### config.mk
export PLATFORM = sky130hd
export DESIGN_NAME = page_prog_ctrl
export DESIGN_NICKNAME = d
export VERILOG_FILES = /design/src/rtl/pp_pkg.sv /design/src/rtl/pp_sync.sv /design/src/rtl/pp_page_buf.sv /design/src/rtl/pp_page_flags.sv /design/src/rtl/page_prog_ctrl.sv
export SDC_FILE = /design/constraint.sdc
export NUM_CORES = 1
export LEC_CHECK = 0
export ABC_AREA = 1
export BUFFER_PORTS_ARGS = -buffer_cell sky130_fd_sc_hd__buf_2
export CAP_MARGIN = 20
export CORE_MARGIN = 4
export CORE_UTILIZATION = 45
export CTS_CLUSTER_SIZE = 10
export DETAILED_ROUTE_END_ITERATION = 6
export PLACE_DENSITY_LB_ADDON = 0.05
export SETUP_SLACK_MARGIN = 0.4
export SYNTH_ARGS = -nofsm -noshare
export SYNTH_HDL_FRONTEND = slang
export SYNTH_SLANG_ARGS = --single-unit
export TNS_END_PERCENT = 10
### constraint.sdc
create_clock -name clk -period 2.6 [get_ports clk]
set_clock_uncertainty 0.05 [all_clocks]
set_input_delay 0.26 -clock clk [delete_from_list [all_inputs] [get_ports clk]]
set_output_delay 0.26 -clock clk [all_outputs]
set_load 0.005 [all_outputs]
### src/rtl/pp_pkg.sv
package pp_pkg;
    typedef enum logic [1:0] {
        ST_IDLE,
        ST_ADDR,
        ST_LOAD,
        ST_PROG
    } pp_state_e;

    localparam logic [7:0] CMD_AUTO_PROG = 8'h40;
endpackage

### src/rtl/pp_sync.sv
module pp_sync #(
    parameter int          W       = 3,
    parameter logic [W-1:0] RST_VAL = '1
) (
    input  logic         clk,
    input  logic         rst_n,
    input  logic [W-1:0] d,
    output logic [W-1:0] q
);
    logic [W-1:0] meta;

    always_ff @(posedge clk or negedge rst_n) begin
        if (!rst_n) begin
            meta <= RST_VAL;
            q    <= RST_VAL;
        end else begin
            meta <= d;
            q    <= meta;
        end
    end
endmodule

### src/rtl/pp_page_buf.sv
module pp_page_buf #(
    parameter int DEPTH = 128,
    parameter int DW    = 8,
    localparam int AW   = $clog2(DEPTH)
) (
    input  logic          clk,
    input  logic          wr_en,
    input  logic [AW-1:0] wr_slot,
    input  logic [DW-1:0] wr_data,
    input  logic [AW-1:0] rd_slot,
    output logic [DW-1:0] rd_data
);
    logic [DW-1:0] mem [DEPTH];

    always_ff @(posedge clk) begin
        if (wr_en) begin
            mem[wr_slot] <= wr_data;
        end
    end

    assign rd_data = mem[rd_slot];
endmodule

### src/rtl/pp_page_flags.sv
module pp_page_flags #(
    parameter int NUM_PAGES = 64,
    localparam int IW       = $clog2(NUM_PAGES)
) (
    input  logic          clk,
    input  logic          rst_n,
    input  logic          clear,
    input  logic          set_en,
    input  logic [IW-1:0] set_idx,
    input  logic [IW-1:0] rd_idx,
    output logic          rd_flag
);
    logic [NUM_PAGES-1:0] done;

    for (genvar g = 0; g < NUM_PAGES; g++) begin : g_flag
        always_ff @(posedge clk or negedge rst_n) begin
            if (!rst_n) begin
                done[g] <= 1'b0;
            end else if (clear) begin
                done[g] <= 1'b0;
            end else if (set_en && (set_idx == IW'(g))) begin
                done[g] <= 1'b1;
            end
        end
    end

    assign rd_flag = done[rd_idx];

    // a clear leaves every flag empty on the next cycle
    assert_clear_empties_R8: assert property (@(posedge clk) disable iff (!rst_n)
        clear |=> (done == '0));
endmodule

### src/rtl/page_prog_ctrl.sv
module page_prog_ctrl #(
    parameter int PAGE_BYTES  = 128,
    parameter int NUM_PAGES   = 64,
    parameter int PROG_CYCLES = 1000,
    localparam int OFF_W      = $clog2(PAGE_BYTES),
    localparam int PAGE_W     = $clog2(NUM_PAGES),
    localparam int ADDR_W     = OFF_W + PAGE_W,
    localparam int TMR_W      = $clog2(PROG_CYCLES)
) (
    input  logic              clk,
    input  logic              rst_n,
    input  logic              ce_n,
    input  logic              oe_n,
    input  logic              we_n,
    input  logic [ADDR_W-1:0] addr,
    input  logic [7:0]        din,
    output logic [7:0]        dout,
    output logic              dout_en,
    input  logic              erase_all,
    output logic              arr_we,
    output logic [ADDR_W-1:0] arr_addr,
    output logic [7:0]        arr_data
);
    import pp_pkg::*;

    localparam logic [TMR_W-1:0] TMR_LAST = TMR_W'(PROG_CYCLES - 1);
    localparam logic [OFF_W-1:0] CNT_LAST = OFF_W'(PAGE_BYTES - 1);

    // strobe synchronisation and write edge detection
    logic ce_s, oe_s, we_s, we_q, wr_evt;

    pp_sync #(.W(3), .RST_VAL(3'b111)) u_sync (
        .clk   (clk),
        .rst_n (rst_n),
        .d     ({ce_n, oe_n, we_n}),
        .q     ({ce_s, oe_s, we_s})
    );

    always_ff @(posedge clk or negedge rst_n) begin
        if (!rst_n) we_q <= 1'b1;
        else        we_q <= we_s;
    end

    assign wr_evt = we_s & ~we_q & ~ce_s;

    // state and datapath registers
    pp_state_e         state_q, state_d;
    logic [PAGE_W-1:0] page_q;
    logic [OFF_W-1:0]  cnt_q;
    logic [TMR_W-1:0]  tmr_q;
    logic              err_q, d7_q, misal_q, rd_q;
    logic              flag_rd, flag_set, buf_we, load_last;
    logic [7:0]        buf_rd;

    assign load_last = (state_q == ST_LOAD) && wr_evt && (cnt_q == CNT_LAST);
    assign buf_we    = wr_evt && ((state_q == ST_ADDR) || (state_q == ST_LOAD));
    assign flag_set  = (state_q == ST_PROG) && (tmr_q == TMR_LAST);

    pp_page_buf #(.DEPTH(PAGE_BYTES), .DW(8)) u_buf (
        .clk     (clk),
        .wr_en   (buf_we),
        .wr_slot (addr[OFF_W-1:0]),
        .wr_data (din),
        .rd_slot (tmr_q[OFF_W-1:0]),
        .rd_data (buf_rd)
    );

    pp_page_flags #(.NUM_PAGES(NUM_PAGES)) u_flags (
        .clk     (clk),
        .rst_n   (rst_n),
        .clear   (erase_all),
        .set_en  (flag_set),
        .set_idx (page_q),
        .rd_idx  (page_q),
        .rd_flag (flag_rd)
    );

    // next-state logic
    always_comb begin
        state_d = state_q;
        unique case (state_q)
            ST_IDLE: if (wr_evt && (din == CMD_AUTO_PROG)) state_d = ST_ADDR;
            ST_ADDR: if (wr_evt) state_d = ST_LOAD;
            ST_LOAD: if (load_last) state_d = flag_rd ? ST_IDLE : ST_PROG;
            ST_PROG: if (tmr_q == TMR_LAST) state_d = ST_IDLE;
            default: state_d = ST_IDLE;
        endcase
    end

    // state register
    always_ff @(posedge clk or negedge rst_n) begin
        if (!rst_n) state_q <= ST_IDLE;
        else        state_q <= state_d;
    end

    // datapath registers
    always_ff @(posedge clk or negedge rst_n) begin
        if (!rst_n) begin
            page_q  <= '0;
            cnt_q   <= '0;
            tmr_q   <= '0;
            err_q   <= 1'b0;
            d7_q    <= 1'b0;
            misal_q <= 1'b0;
            rd_q    <= 1'b0;
        end else begin
            rd_q <= ~ce_s & ~oe_s;
            unique case (state_q)
                ST_IDLE: begin
                    if (wr_evt) err_q <= 1'b0;
                end
                ST_ADDR: begin
                    if (wr_evt) begin
                        page_q  <= addr[OFF_W +: PAGE_W];
                        misal_q <= (addr[OFF_W-1:0] != '0);
                        cnt_q   <= OFF_W'(1);
                        d7_q    <= din[7];
                    end
                end
                ST_LOAD: begin
                    if (wr_evt) begin
                        cnt_q <= cnt_q + OFF_W'(1);
                        d7_q  <= din[7];
                        tmr_q <= '0;
                        if (load_last && flag_rd) err_q <= 1'b1;
                    end
                end
                ST_PROG: begin
                    tmr_q <= tmr_q + TMR_W'(1);
                    if (tmr_q == TMR_LAST) err_q <= misal_q;
                end
                default: ;
            endcase
        end
    end

    // outputs
    always_comb begin
        arr_we   = (state_q == ST_PROG) && (32'(tmr_q) < PAGE_BYTES);
        arr_addr = {page_q, tmr_q[OFF_W-1:0]};
        arr_data = buf_rd;
        dout_en  = rd_q;
        dout     = 8'h00;
        if (rd_q) begin
            dout = {((state_q == ST_PROG) ? ~d7_q : d7_q), err_q, 6'b000000};
        end
    end

    // array writes begin right after the last page byte is loaded
    assert_arr_start_after_load_R3: assert property (@(posedge clk) disable iff (!rst_n)
        $rose(arr_we) |-> ($past(state_q) == ST_LOAD));

    // page number is frozen throughout programming
    assert_page_stable_R2: assert property (@(posedge clk) disable iff (!rst_n)
        (state_q == ST_PROG && $past(state_q) == ST_PROG) |-> $stable(page_q));

    // no write can pull the controller out of PROG before the timer ends
    assert_prog_holds_R6: assert property (@(posedge clk) disable iff (!rst_n)
        (state_q == ST_PROG && tmr_q != TMR_LAST) |=> (state_q == ST_PROG));

    // a page is never marked programmed a second time without erase
    assert_no_double_prog_R7: assert property (@(posedge clk) disable iff (!rst_n)
        (flag_set && !erase_all) |-> !flag_rd);

    // error status holds in IDLE unless a write arrived
    assert_status_hold_R9: assert property (@(posedge clk) disable iff (!rst_n)
        (state_q == ST_IDLE && $past(state_q) == ST_IDLE && !$past(wr_evt)) |-> $stable(err_q));
endmodule

### Word level (Yosys, flattened, before mapping)

Memory sizes are Yosys's and may differ from the RTL's.
Cells that the tools add are included.

* shifts and indexed selects: 0
* multipliers: 0
* add/sub/neg operators: 2
* reductions and logical operators: 149
* equality and inequality tests: 76
* bitwise gates (word level): 7
* order comparisons: 2
* div/mod/pow operators: 0
* multiplexer cells: 150

Operator list (count)
* equality test 6 bit, second input constant: 32
* two-way mux 1 bit: 136
* nonzero test 2 bit: 66
* equality test 6 x 5 -> 1 bit, second input constant: 16
* logical AND 1 bit: 71
* equality test 6 x 4 -> 1 bit, second input constant: 8
* equality test 6 x 3 -> 1 bit, second input constant: 4
* case mux 10 bit (2 select lines): 1
* two-way mux 7 bit: 2
* case mux 7 bit (2 select lines): 1
* equality test 6 x 2 -> 1 bit, second input constant: 2
* adder 10 x 1 -> 10 bit, second input constant: 1
* equality test 10 bit, second input constant: 1
* less-than comparator 10 x 8 -> 1 bit, second input constant: 1
* two-way mux 10 bit: 1
* two-way mux 2 bit: 5
* inequality test 2 bit, second input constant: 5
* equality test 8 x 7 -> 1 bit, second input constant: 1
* two-way mux 8 bit: 1
* case mux 2 bit (4 select lines): 1
* adder 7 x 1 -> 7 bit, second input constant: 1
* equality test 7 bit, second input constant: 1
* less-than comparator 6 x 7 -> 1 bit, second input constant: 1
* nonzero test 7 bit: 1
* 17 further kinds: 26

* bits in latches: 0
* word-level logic and storage cells: 462
* memory bits (read-only): 0
* bits of input ports: 27
* memories kept: 1
* bits in registers: 100
* output and inout port bits: 31
* bits in writable memories: 1024

Memory list
* u_buf.mem: words 128, bits a word 8, rd ports 1, clocked after Yosys merged registers in 0, wr ports 1, line pp_page_buf.sv:13 `logic [DW-1:0] mem [DEPTH];`

### Longest topological paths before layout

Gate-level depths: netlist of run 1.

* depth after elaboration: 9
* gate-level depth with buffers: 16
* gate-level depth less buffers: 14

### Modules after synthesis

Synthesis of run 1 repeated with hierarchy kept, for this count alone.

* cells, all modules: 4214
* area, all modules: 47010.1 sq um

By module, submodules not included
* pp_page_buf: instances 1, cells each 3567, area each 41944.0 sq um, seq. area each 30749.5 sq um
* pp_page_flags: instances 1, cells each 390, area each 3044.2 sq um, seq. area each 1601.5 sq um
* page_prog_ctrl: instances 1, cells each 251, area each 1864.3 sq um, seq. area each 752.0 sq um
* pp_sync: instances 1, cells each 6, area each 157.7 sq um, seq. area each 157.7 sq um

### Worst setup path before layout of run 1

OpenSTA, ideal clock, no wires.

* path kind: reg2reg
* from: register u_sync.q[0]
* to: memory u_buf.mem[107][0] (enable)
* data required time: 2.180 ns
* period minus slack after synthesis: 2.250 ns
* buffers on the path: 1
* library setup time: 0.370 ns
* path slack: 0.350 ns
* arrival time: 1.830 ns
* stages on the path, launching flop included: 8
* path through: dfstp_2 inv_1 nor3_2 nand2_1 nor2_1 nand3_1 clkbuf_1 nor2_1

* longest elaborated chain between the ends: 5

Ends and longest elaborated chain
* start, declared: line pp_sync.sv:8 `output logic [W-1:0] q`
* start signal, assigned: line pp_sync.sv:18 `q <= meta;`
* bitwise AND 1 bit (2 in a row): line page_prog_ctrl.sv:44 `assign wr_evt = we_s & ~we_q & ~ce_s;`
* logical AND 1 bit: line page_prog_ctrl.sv:56 `assign buf_we = wr_evt && ((state_q == ST_ADDR) || (state_q == ST_LOAD));`
* two-way mux 1 bit: line pp_page_buf.sv:16 `if (wr_en) begin`
* two-way mux 1 bit (implied by the code): line pp_page_buf.sv:17 `mem[wr_slot] <= wr_data;`
* end, declared: line pp_page_buf.sv:13

Every way passes these cells.

### Worst setup path after layout of run 1

* from: register tmr_q[0]
* to: output port arr_data[7]

* longest elaborated chain between the ends: 1

Ends and longest elaborated chain
* start, declared: line page_prog_ctrl.sv:50 `logic [TMR_W-1:0] tmr_q;`
* start signal, assigned: line page_prog_ctrl.sv:129 `tmr_q <= tmr_q + TMR_W'(1);`
* memory (128 x 8 bit)
* end, declared: line page_prog_ctrl.sv:22 `output logic [7:0] arr_data`

Every way passes these cells.

==> results.sh, run 1 <==
export IMPL_hp_class="input pin to flop"
export IMPL_postRouteAntennaNets=0
export IMPL_syn2layout_area_growth_pct=23.9
export IMPL_seq_area_frac_synth_pct=72.3
export IMPL_drc=0
export IMPL_arrival_ps=3160
export IMPL_synth_compound_area_share_pct=9.70
export IMPL_io_pins=58
export IMPL_place_congestion=0.831
export IMPL_maxCapViolations=0
export IMPL_grt_pass1_wl_um=201000
export IMPL_critPathLaunchType="flop"
export IMPL_status="finished, violations left"
export IMPL_grt_use_total_pct=25.1
export IMPL_synthAdderAreaFrac_pct=0.190
export IMPL_ctsRootBufferMaster="clkbuf_16"
export IMPL_ir_worst_vdd_mv=0.585
export IMPL_hpwl_um=82300
export IMPL_async_reset_ff_share_pct=8.90
export IMPL_design_area_sq_um=57000
export IMPL_critical_path_required_ps=2290
export IMPL_dieArea_sq_um=107000
export IMPL_path_max_fanout=10
export IMPL_cts_tree="built"
export IMPL_timing_setup_tns_ps=-6630
export IMPL_antenna_found_initial=4
export IMPL_fmax_mhz=288
export IMPL_synth_top_family_by_area="simple AND/OR/NAND/NOR gates"
export IMPL_final_common_cell="edfxtp_1"
export IMPL_start_util_pct=45.3
export IMPL_finalCritPeriodShare_pct=133
export IMPL_report_final_hold_viol_count=0
export IMPL_placed_area_sq_um=50700
export IMPL_cts_made_buffers=134
export IMPL_tightest_slew_ps=1000
export IMPL_numClockSinks=1124
export IMPL_grt_overflow=0
export IMPL_drt_total_wl_um=136000
export IMPL_die_h_um=328
export IMPL_cts_buffer_depth=3
export IMPL_via_per_inst=5.47
export IMPL_drt_first_pass_iters=5
export IMPL_cts_reportedPaths_clkPinSlew_ps=50
export IMPL_violations="negative setup slack"
export IMPL_layout_setup_ws_ps=-866
export IMPL_coreArea_sq_um=102000
export IMPL_synth_area_sq_um=46000
export IMPL_synthSimpleGateAreaFrac_pct=14.2
export IMPL_fin_nets=4457
export IMPL_power_density_nw_per_um2=904
export IMPL_synth_seq_cells=1124
export IMPL_rows=117
export IMPL_cp_slowest_stage_delay_ps=500
export IMPL_end_kind="output port"
export IMPL_synth_edf_count=1024
export IMPL_finalMaxSlewViolations=0
export IMPL_grt_pass1_vias=30800
export IMPL_netlist_instances=3987
export IMPL_fillers=8661
export IMPL_period_needed_ps=3470
export IMPL_synth_xor_area_share_pct=0.0190
export IMPL_criticalPathCategory="flop to output port"
export IMPL_syn_area_per_cell_sq_um=11.5
export IMPL_grt_max_degree=99
export IMPL_crit_slowest_cell="dfrtp_4"
export IMPL_synthMuxAreaShare_pct=0
export IMPL_yosys_warnings=0
export IMPL_dr_total_vias=32000
export IMPL_synth_ff_type="edfxtp_1"
export IMPL_layout_drive_gt1_share_pct=19.4
export IMPL_ys_types=39
export IMPL_htreeDepth=4
export IMPL_clk_latency_ps=730
export IMPL_path_cells="buf_12, inv_16, buf_8, buf_12, buf_4, o21ai_1, o22ai_1, nand2_1, nand4_1, nand2_2, nand3_2, nor2_4, nor2_4, buf_6, buf_6"
export IMPL_mostFrequentLayoutCells="edfxtp_1, nor2_1, nand2_1"
export IMPL_finalSetupViolations=8
export IMPL_fp_dieW_um=328
export IMPL_rsz0062_at_grt="yes"
export IMPL_first_iter_violations=3005
export IMPL_port_buffers=51
export IMPL_p_leak_nw=20.7
export IMPL_timing_slew_headroom_pct=33.2
export IMPL_wl_per_cell_um=23.3
[critical path, delay by kind of cell, from the launching register on]
| kind | cells | cell delay (ps) |
|---|---|---|
| compound gates | 2 | 230 |
| simple gates | 6 | 760 |
| flops | 1 | 500 |
| buf+inv | 7 | 920 |
[cells in the mapped netlist (all sizes together), types with 35 or more instances]
| cell type | count | area share, % |
|---|---|---|
| buf | 126 | 1.9 |
| a21oi | 81 | 0.88 |
| nor2 | 949 | 7.8 |
| clkbuf | 119 | 0.97 |
| nand2 | 624 | 5.1 |
| dfrtp | 93 | 5.1 |
| inv | 78 | 0.64 |
| nand4 | 35 | 0.49 |
| o21ai | 620 | 6.8 |
| edfxtp | 1024 | 67 |
| nand3 | 43 | 0.48 |
| o22ai | 147 | 2.0 |
[path summary, 6_finish.rpt]
path                                start                 to  slack, ps  cells past startpoint
setup / recovery                 tmr_q[0]        arr_data[7]       -870                     15
hold / removal                     din[3]   u_buf.mem[21][3]         70                      2
setup reg to reg              u_sync.q[0]  u_buf.mem[117][0]        280                      8
hold reg to reg            u_sync.meta[0]        u_sync.q[0]        300                      0
max in group asynchronous           rst_n   u_flags.done[30]       1700                      3
min in group asynchronous           rst_n   u_flags.done[46]         90                      2
[sequential cells by signal (all words and copies together), names as in the netlist]
register      cells
err_q             1
we_q              1
dout_en           1
u_flags.done     64
u_sync.q          3
u_sync.meta       3
cnt_q             7
d7_q              1
tmr_q            10
u_buf.mem      1024
state_q           2
page_q            6
misal_q           1
[logic make-up after synthesis]
kind of cell               count (synthesis)
buffers and inverters                    324
other                                      1
xor gates and xnor gates                   1
AOI/OAI and AO/OA                        852
DFF                                     1124
adders and majority gates                  7
and+or+nand+nor                         1678
[report_power, final]
group          switching [W]  internal, W
Sequential          0.000139       0.0199
Clock                0.00697      0.00978
Combinational        0.00892      0.00579
[through the flow]
stage / std cells / utilization, % / hold WS [ps] / power, W / setup slack (ps)
6_report: 5849 / 56.1 / 69.1 / 0.0515 / -866
5_1_grt: 5847 / 56.1 / 78.2 / 0.0538 / -962
4_1_cts: 5836 / 54.8 / 60.8 / 0.0512 / -857
3_5_place_dp: 5596 / 49.9 / 298 / 0.0327 / -590
3_3_place_gp: 5595 / 49.9 / 296 / 0.0327 / -829
2_1_floorplan: 3992 / - / -85.6 / 0.0274 / 350
[per-layer routing]
layer	global-route usage, %	vias to the layer above	share of wire, %
li1	-	14900	-
met1	37.6	16000	46
met2	38.5	960	45
met3	3.89	217	6.2
met4	7.01	2	2.6
met5	0	-	0.0096
[what timing repair did]
| action | 4_1_cts | 5_1_grt |
|---|---|---|
| gates cloned | 13 | 4 |
| endpoints found under the setup margin | 1078 | 657 |
| gates resized for setup | 169 | 313 |
| hold buffers | 17 | 0 |
| setup buffers | 18 | 6 |
| hold endpoints to repair | 174 | 0 |
| pin swaps | 64 | 89 |
[final cells by class]
type	instances	area, sq um	area share (%)
antenna	2	5.00	0.00878
sequential	1124	33300	58.4
timing repair buffer	538	5790	10.2
multi-input combinational	2544	12100	21.2
clock inverter	16	138	0.242
timing repair inverter	2	20.0	0.0351
tap	1368	1710	3.00
clock buffer	176	3670	6.44
inverter	79	323	0.567
No activity file was read; power rests on OpenSTA's default activity.
==> run 2, diff against run 1 <==
SYNTH_HIERARCHICAL = 1   (was not set)
==> run 2 against run 1 <==
Compared with the run above: the flow still finishes with violations (negative setup slack); core utilization is 0.86 points lower; critical path depth fell by 1; routed wire length is 6.1% higher; non-clock buffer count fell by 94; critical path type unchanged; highest routed layer unchanged.
==> results.sh, run 2 <==
export IMPL_status="finished, violations left"
export IMPL_violations="negative setup slack"
export IMPL_start_util_pct=45.4
export IMPL_numClockSinks=1124
export IMPL_ir_worst_vdd_mv=0.460
export IMPL_htreeDepth=4
export IMPL_r2r_start="tmr_q[0]"
export IMPL_rr_endpoint="u_flags/done[61]"
export IMPL_power_frac_comb_pct=1.5
export IMPL_tightest_slew_ps=919
export IMPL_clk_latency_ps=730
export IMPL_largest_register_ffs=1024
export IMPL_dr_total_vias=33100
export IMPL_critical_path_required_ps=2290
export IMPL_postRouteAntennaNets=0
export IMPL_seq_area_frac_synth_pct=70.8
export IMPL_grt_pass1_wl_um=211000
export IMPL_criticalPathCategory="flop to output port"
export IMPL_antenna_found_initial=7
export IMPL_pre_cts_ws_ps=-282
export IMPL_via_per_inst=5.55
export IMPL_whs_ps=48.6
export IMPL_drt_first_pass_iters=6
export IMPL_async_reset_ff_share_pct=8.90
export IMPL_dp_cells=5712
export IMPL_syn_area_per_cell_sq_um=11.2
export IMPL_end_kind="output port"
export IMPL_io_pins=58
export IMPL_power_w=0.0371
export IMPL_fin_util_pct=55.2
export IMPL_power_switching_w=0.00750
export IMPL_mostFrequentLayoutCells="nand2_1, edfxtp_1, nand3_1"
export IMPL_synth_ff_type="edfxtp_1"
export IMPL_critPathLaunchType="flop"
export IMPL_yosys_warnings=6
export IMPL_dieArea_sq_um=110000
export IMPL_path_max_fanout=9
export IMPL_fp_dieW_um=331
export IMPL_cts_buffer_depth=3
export IMPL_ys_types=34
export IMPL_synthTopCellsByArea="edfxtp_1, nand2_1, nand3_1"
export IMPL_regToRegSetupSlack_ps=270
export IMPL_period_needed_ps=3370
export IMPL_place_congestion=0.848
export IMPL_grt_pass1_vias=32000
export IMPL_timing_slew_headroom_pct=38.3
export IMPL_port_buffers=51
export IMPL_synth_edf_count=1024
export IMPL_cts_tree="built"
export IMPL_rows=118
export IMPL_p_leak_nw=21.3
export IMPL_netlist_instances=4214
export IMPL_final_common_cell="nand2_1"
export IMPL_wl_per_cell_um=24.2
export IMPL_synth_seq_cells=1124
export IMPL_report_final_hold_viol_count=0
export IMPL_first_iter_violations=3418
export IMPL_reg2regPathDepth=14
export IMPL_layout_setup_ws_ps=-772
export IMPL_drt_total_wl_um=144000
export IMPL_die_h_um=331
export IMPL_coreArea_sq_um=104000
export IMPL_grt_max_degree=104
export IMPL_finalMaxSlewViolations=0
export IMPL_hp_class="input pin to async pin"
export IMPL_ctsRootBufferMaster="clkbuf_16"
export IMPL_yosys_top_cells_count="nand2_1, edfxtp_1, nand3_1"
export IMPL_syn2layout_area_growth_pct=21.8
export IMPL_finalCritPeriodShare_pct=130
export IMPL_synth_area_sq_um=47000
export IMPL_cts_reportedPaths_clkPinSlew_ps=50
export IMPL_clkPwrFrac_pct=45.3
export IMPL_hpwl_um=85200
export IMPL_cts_made_buffers=135
export IMPL_yosysTopAreaCell="edfxtp_1"
export IMPL_reg_top3="u_buf/mem (1024), u_flags/done (64), tmr_q (10)"
export IMPL_synth_top_area_share_pct=65.4
export IMPL_diodes=0
export IMPL_fmax_mhz=297
export IMPL_rsz0062_at_grt="yes"
export IMPL_synth_most_common_cell="nand2_1"
export IMPL_maxCapViolations=0
export IMPL_fin_nets=4567
export IMPL_power_density_nw_per_um2=648
export IMPL_finalNonFillerCells=5968
export IMPL_arrival_ps=3060
export IMPL_p_seq_share_pct=53.2
export IMPL_largest_register="u_buf/mem"
export IMPL_finalSetupViolations=8
export IMPL_drc=0
export IMPL_power_share_switching_pct=20.2
export IMPL_grt_use_total_pct=25.5
export IMPL_grt_overflow=0
export IMPL_p_int_w=0.0296
export IMPL_layout_drive_gt1_share_pct=19.0
-- run 2: changes by cell type in the layout (fill, tap and decap cells not counted), sizes merged, moves of 6 or more --
cell,before,now
nand2,624,1378
nand4,35,10
nor3,8,14
o22ai,147,0
inv,85,74
a21oi,81,74
nand3,43,1002
o21ai,620,12
nand3b,8,0
nor2,949,245
and2,7,1
buf,512,403
-- run 2: cells by family after synthesis --
logic type | share of synthesized area (%)
compound gates | 1.00
simple gates | 24.1
buf+inv | 3.90
other cells | 0.00798
fa+ha+maj | 0.186
flops | 70.8
-- run 2: how the worst max path moves through the flow --
stage | start | to | slack [ps] | cells after the start
2_1_floorplan | state_q[0] | u_buf/mem[105][0] | 230 | 8
3_3_place_gp | tmr_q[0] | arr_data[3] | -300 | 14
3_5_place_dp | tmr_q[0] | arr_data[3] | -280 | 14
4_1_cts | tmr_q[0] | arr_data[4] | -780 | 15
5_1_grt | tmr_q[0] | arr_data[4] | -870 | 16
6_report | tmr_q[0] | arr_data[7] | -770 | 14
-- run 2: area by class of cell --
class | instances | area [sq um]
clock buffer | 172 | 3650
multi-input combinational | 2757 | 13100
clock inverter | 20 | 151
sequential | 1124 | 33300
timing repair buffer | 444 | 5010
inverter | 69 | 300
timing repair inverter | 2 | 32.5
fill | 8982 | 46400
tap | 1380 | 1730
-- run 2: routing by layer --
layer,track usage [%],up-vias,share of wire [%]
met2,39.3,1138,46
met5,0,-,0.016
met1,38.0,16500,45
met4,6.52,4,2.1
li1,-,15300,-
met3,4.12,199,6.8
-- run 2: per-stage QoR --
stage	setup TNS, ps	cell area (sq um)
2_1_floorplan	0	47000
3_3_place_gp	-998	50800
3_5_place_dp	-962	50800
4_1_cts	-6120	56100
5_1_grt	-6790	57200
6_report	-6010	57200
-- run 2: power by group through the flow --
stage / combinational [W] / clock (W) / sequential (W)
2_1_floorplan: 0.0000560 / 0 / 0.0201
3_3_place_gp: 0.000537 / 0 / 0.0201
3_5_place_dp: 0.000542 / 0 / 0.0201
4_1_cts: 0.000572 / 0.0172 / 0.0197
5_1_grt: 0.000607 / 0.0179 / 0.0197
6_report: 0.000567 / 0.0168 / 0.0197
-- run 2: what timing repair did --
item | in CTS | in global routing
hold endpoints to repair | 291 | 0
pin swaps | 37 | 82
buffers inserted | 9 | 8
gates resized for setup | 210 | 187
hold buffers | 22 | 0
cloned | 13 | 12
endpoints found under the setup margin | 1093 | 980
-- run 2: worst max-delay path: stages, from the launching register on --
cell	delay [ps]
dfrtp_4	490
buf_12	190
buf_16	180
buf_16	160
nand2_1	50
nand3_1	150
nand3_1	130
nand3_1	140
nand2_1	120
nand2_1	70
nand3_1	150
nand2_1	80
nand2_1	100
nand2_2	130
buf_2	150
